**src/rtl/idle_wake_pkg.sv**
```systemverilog
package idle_wake_pkg;
   typedef enum logic {
      ST_RUN   = 1'b0,
      ST_SLEEP = 1'b1
   } wake_state_e;

   typedef struct packed {
      logic isr;
      logic resume;
      logic irq_set;
   } rel_kind_t;
endpackage

```
**src/rtl/wake_edge_det.sv**
```systemverilog
module wake_edge_det #(
   parameter int NUM_TAPS    = 4,
   parameter int SYNC_STAGES = 2,
   localparam int SEL_W      = $clog2(NUM_TAPS)
) (
   input  logic                clk,
   input  logic                rst_n,
   input  logic [NUM_TAPS-1:0] tb_src,
   input  logic [SEL_W-1:0]    tb_sel,
   output logic                fall
);
   logic                   tap_bit;
   logic [SYNC_STAGES-1:0] sync_q;
   logic                   prev_q;

   // tap mux: direct index when every code maps to a tap
   if ((2 ** SEL_W) == NUM_TAPS) begin : g_full_mux
      assign tap_bit = tb_src[tb_sel];
   end else begin : g_guarded_mux
      assign tap_bit = (tb_sel < SEL_W'(NUM_TAPS)) ? tb_src[tb_sel] : 1'b0;
   end

   for (genvar s = 0; s < SYNC_STAGES; s++) begin : g_sync
      always_ff @(posedge clk or negedge rst_n) begin
         if (!rst_n) sync_q[s] <= 1'b0;
         else if (s == 0) sync_q[s] <= tap_bit;
         else sync_q[s] <= sync_q[(s == 0) ? 0 : s-1];
      end
   end

   always_ff @(posedge clk or negedge rst_n) begin
      if (!rst_n) prev_q <= 1'b0;
      else        prev_q <= sync_q[SYNC_STAGES-1];
   end

   assign fall = prev_q & ~sync_q[SYNC_STAGES-1];
endmodule

```
**src/rtl/wake_decide.sv**
```systemverilog
module wake_decide
   import idle_wake_pkg::*;
(
   input  logic      gie,
   input  logic      tb_ie,
   input  logic      tb_en,
   output rel_kind_t kind
);
   logic all_on;

   assign all_on       = gie & tb_ie & tb_en;
   assign kind.isr     = all_on;
   assign kind.resume  = ~all_on;
   assign kind.irq_set = tb_en;
endmodule

```
**src/rtl/wake_fsm.sv**
```systemverilog
module wake_fsm
   import idle_wake_pkg::*;
(
   input  logic      clk,
   input  logic      rst_n,
   input  logic      sleep_req,
   input  logic      wdt_irq_pend,
   input  logic      fall,
   input  logic      slow_active,
   input  rel_kind_t kind_in,
   output logic      cpu_clk_en,
   output logic      asleep,
   output logic      wake_pulse,
   output logic      entry_abort,
   output rel_kind_t kind_out,
   output logic      resume_slow
);
   wake_state_e state_q;

   always_ff @(posedge clk or negedge rst_n) begin
      if (!rst_n) begin
         state_q     <= ST_RUN;
         cpu_clk_en  <= 1'b1;
         wake_pulse  <= 1'b0;
         entry_abort <= 1'b0;
         kind_out    <= '0;
         resume_slow <= 1'b0;
      end else begin
         wake_pulse  <= 1'b0;
         entry_abort <= 1'b0;
         kind_out    <= '0;
         unique case (state_q)
            ST_RUN: begin
               if (sleep_req) begin
                  if (wdt_irq_pend) begin
                     entry_abort <= 1'b1;
                  end else begin
                     state_q     <= ST_SLEEP;
                     cpu_clk_en  <= 1'b0;
                     resume_slow <= slow_active;
                  end
               end
            end
            ST_SLEEP: begin
               if (fall) begin
                  state_q    <= ST_RUN;
                  cpu_clk_en <= 1'b1;
                  wake_pulse <= 1'b1;
                  kind_out   <= kind_in;
               end
            end
            default: state_q <= ST_RUN;
         endcase
      end
   end

   assign asleep = (state_q == ST_SLEEP);
endmodule

```
**src/rtl/idle_wake_ctrl.sv**
```systemverilog
module idle_wake_ctrl
   import idle_wake_pkg::*;
#(
   parameter int NUM_TAPS    = 4,
   parameter int SYNC_STAGES = 2,
   localparam int SEL_W      = $clog2(NUM_TAPS)
) (
   input  logic                clk,
   input  logic                rst_n,
   input  logic                sleep_req,
   input  logic                wdt_irq_pend,
   input  logic [NUM_TAPS-1:0] tb_src,
   input  logic [SEL_W-1:0]    tb_sel,
   input  logic                tb_en,
   input  logic                gie,
   input  logic                tb_ie,
   input  logic                slow_active,
   output logic                cpu_clk_en,
   output logic                asleep,
   output logic                wake_pulse,
   output logic                entry_abort,
   output logic                isr_start,
   output logic                resume_next,
   output logic                tb_irq_set,
   output logic                resume_slow
);
   if (NUM_TAPS < 2) begin : g_bad_taps
      $error("idle_wake_ctrl: NUM_TAPS must be at least 2");
   end
   if (SYNC_STAGES < 2) begin : g_bad_sync
      $error("idle_wake_ctrl: SYNC_STAGES must be at least 2");
   end

   logic      fall;
   rel_kind_t kind_now;
   rel_kind_t kind_q;

   wake_edge_det #(
      .NUM_TAPS   (NUM_TAPS),
      .SYNC_STAGES(SYNC_STAGES)
   ) u_edge (
      .clk   (clk),
      .rst_n (rst_n),
      .tb_src(tb_src),
      .tb_sel(tb_sel),
      .fall  (fall)
   );

   wake_decide u_decide (
      .gie  (gie),
      .tb_ie(tb_ie),
      .tb_en(tb_en),
      .kind (kind_now)
   );

   wake_fsm u_fsm (
      .clk         (clk),
      .rst_n       (rst_n),
      .sleep_req   (sleep_req),
      .wdt_irq_pend(wdt_irq_pend),
      .fall        (fall),
      .slow_active (slow_active),
      .kind_in     (kind_now),
      .cpu_clk_en  (cpu_clk_en),
      .asleep      (asleep),
      .wake_pulse  (wake_pulse),
      .entry_abort (entry_abort),
      .kind_out    (kind_q),
      .resume_slow (resume_slow)
   );

   assign isr_start   = kind_q.isr;
   assign resume_next = kind_q.resume;
   assign tb_irq_set  = kind_q.irq_set;
endmodule

```
**config.mk**
```make
export PLATFORM = sky130hd
export DESIGN_NAME = idle_wake_ctrl
export DESIGN_NICKNAME = d
export VERILOG_FILES = /design/src/rtl/idle_wake_pkg.sv /design/src/rtl/wake_edge_det.sv /design/src/rtl/wake_decide.sv /design/src/rtl/wake_fsm.sv /design/src/rtl/idle_wake_ctrl.sv
export SDC_FILE = /design/constraint.sdc
export NUM_CORES = 1
export LEC_CHECK = 0
export ABC_AREA = 1
export CORE_MARGIN = 4
export CORE_UTILIZATION = 30
export DETAILED_ROUTE_END_ITERATION = 8
export PLACE_DENSITY_LB_ADDON = 0.08
export SYNTH_ARGS = -nofsm -noshare
export SYNTH_HDL_FRONTEND = slang
export SYNTH_SLANG_ARGS = --single-unit
```
**constraint.sdc**
```tcl
create_clock -name clk -period 1.4 [get_ports clk]
set_clock_uncertainty 0.15 [all_clocks]
set_input_delay 0.42 -clock clk [delete_from_list [all_inputs] [get_ports clk]]
set_output_delay 0.42 -clock clk [all_outputs]
set_load 0.005 [all_outputs]
```
==> flow_summary.ini <==
[synth]
synth_net_count = 61
synth.mux.area_fraction_pct = 0
synth_area_sq_um = 424
synth-xor-area-share_pct = 0
synth_most_common_cell = inv_1
ys_top_cells_by_count = inv_1 (13), nand2_1 (12), dfrtp_1 (10), nor2_1 (4), nand3_1 (3)
synth_simple_gate_area_share_pct = 22.1
synth.top_cell.area_share_pct = 59.0
synth_top_flop_cell = dfrtp_1
synth_top_family_by_area = simple AND/OR/NAND/NOR gates
postSynth.asyncResetShare_pct = 100
ys_top_cells_by_area = dfrtp_1 (59%), inv_1 (12%), nand2_1 (11%), dfstp_2 (6.2%), nand3_1 (3.5%)
ys.warnings.count = 0
edff_count_synth = 0
synth_compound_area_share_pct = 1.18
ys_seq_area_share_pct = 65.2
yosysTopAreaCell = dfrtp_1
area_share_of_fa_ha_maj_cells_after_synthesis_pct = 0
syn_area_per_cell_sq_um = 9.02
cells_after_synthesis = 47
yosysUniqueCellTypes = 9
synth_seq_cells = 11

[floorplan]
placeableCoreArea_sq_um = 1320
die_w_microns = 45.6
initial_cell_density_of_the_core_pct = 32.2
number_of_rows_created_at_floorplan = 13
die_area_sq_um = 2080
io_pins = 22
fp.dieH_microns = 45.6

[cts]
clock_tree.buffer_depth = 2
clk_transition_reported_paths_ns = 0.07
worstSkewPairLatency_ns = 0.26
post_cts_hold_buffer_count = 0
htree_levels = 1
cts.root.buffer_cell = clkbuf_4
clock_sinks = 11
cts_made_buffers = 3
cts_tree = built
post_cts_buffers = 0

[timing]
setup-tns-final_ns = -0.0599
hold_slack_ns = 0.199
max_freq_mhz = 685
fin_ws_ns = -0.0599
post-route-period-util_pct = 104
min_period_ns = 1.46
tightestPinTransition_ns = 0.185
rsz0062_at_grt = true
final_max_slew_viols = 0
finalHoldViolCount = 0
setup-violations-final = 1
timing.slew.headroom_pct = 87.6

[cells_and_area]
drive_above_1_share_pct = 21.3
finalInstanceArea_sq_um = 668
areaGrowthSynthToFinish_pct = 57.5
post-route-util_pct = 50.7
insertedDiodeCount = 0
layout.nets = 90

[pwr]
pwr_density_cell_nw_per_um2 = 1180
clock_power_share_pct = 26.6
cellInternalPower_uw = 593
power_leakage_uw = 0.000388
power.share.sequential_pct = 50.3
switch_pwr_uw = 198
power.share.switching_pct = 25.0
power.share.combinational_pct = 23.1
worst_vdd_ir_v = 0.000379

[routing]
drt.antenna.violating_nets = 0
first_pass_iters = 2
detail_route.vias_per_cell = 4.20
detail_route.iter0.violations = 11
drt-total-wl_microns = 819
post_drt_wl_per_cell_microns = 9.10
drc_errors = 0
route.vias.total = 378

[critical_path]
crit_chain = buf_6
start_kind = flop
worstPathMaxFanout = 2
worstSetupEndpointType = primary output
cp.depth = 1
crit_path_max_incr_delay_ns = 0.54
cp_top_family = flip-flops
cp_data_required_time_ns = 0.83
worst-path-buf-inv = 1
arrival_ns = 0.89
worst_r2r_path_depth = 5
timing.setup.critical_path_class = flop to primary output
max_stage_delay_cell_worst_path = dfstp_2

[run_status]
failed_checks = negative setup slack
outcome = finished with violations

[min_path]
hold_path.class = input pin to asynchronous set/reset pin

[flow_run]
maxCapViolations = 0

[placement]
post_place_instance_area_sq_um = 676
pre_cts_ws_ns = -0.168
dp_wirelength_microns = 673
gpl.final_weighted_congestion = 0.652
number_of_port_buffers = 21

[grt]
grt_antenna_before_repair = 0
gr-usage-all-layers_pct = 9.49
globalRouteOverflowTotal = 0
grt_pass1_vias = 312
maximum_number_of_pins_on_one_net_before_global_route_repair = 9
grt_pass1_wl_microns = 1300
[power groups by stage]
stage	clock [uW]	combinational (uW)	sequential, uW
after floorplan	0	51.0	412
after global placement	0	213	402
after detailed placement	0	214	402
after CTS	220	176	396
after global routing	243	207	406
final	211	183	398
[cell families after synthesis]
family                 Yosys count
AO/OA/AOI/OAI                    1
buffers and inverters           13
flip-flops                      11
AND/OR/NAND/NOR                 22
[flip-flops by register name, summed over array words and instances, names as in the netlist]
register           count
u_fsm.kind_out         3
u_edge.sync_q          2
u_edge.prev_q          1
u_fsm.asleep           1
u_fsm.cpu_clk_en       1
u_fsm.entry_abort      1
u_fsm.resume_slow      1
u_fsm.wake_pulse       1
[layout by cell type, fill, tap and decap left out]
cell             instances
buf_4                    3
clkbuf_2                 2
nand3_1                  3
nand2_1                 12
nor2_1                   4
clkbuf_1                 1
clkdlybuf4s50_1         13
dfrtp_1                 10
nand4_1                  2
clkbuf_4                 3
o21ai_0                  1
inv_1                   13
nor2_2                   1
dfstp_2                  1
buf_6                    1
buf_2                    5
[metal layers]
layer | vias to the layer above | GRT usage (%) | part of all wire [%]
li1 | 194 | - | -
met1 | 161 | 10.6 | 40
met2 | 21 | 13.4 | 42
met3 | 2 | 3.95 | 15
met4 | 0 | 8.77 | 1.7
met5 | - | 0 | 0
[timing repair]
action / in CTS / in global routing
pin swaps: 0 / 0
setup endpoints to repair: 8 / 3
gates resized for setup: 28 / 3
[worst paths after layout]
check	start	end	slack, ns
max	u_fsm.cpu_clk_en	cpu_clk_en	-0.06
min	rst_n	u_fsm.kind_out[1]	0.20
max reg2reg	u_fsm.asleep	u_fsm.resume_slow	0.31
min reg2reg	u_edge.sync_q[0]	u_edge.sync_q[1]	0.21
max in group asynchronous	rst_n	u_fsm.kind_out[2]	0.54
min in group clk	u_edge.sync_q[0]	u_edge.sync_q[1]	0.21
[per-stage QoR]
step,total power [uW],cells
floorplan,463,47
detailed placement,617,86
global placement,615,86
finish,792,90
CTS,791,90
global route,856,90
[cell type report]
class	count	area, sq um
repair buffers	24	199
clock buffers	4	26.3
fillers	133	649
well taps	15	18.8
flip-flops and latches	11	277
inverters	13	48.8
multi-input cells	23	98.8
(Power assumes the default switching activity.)
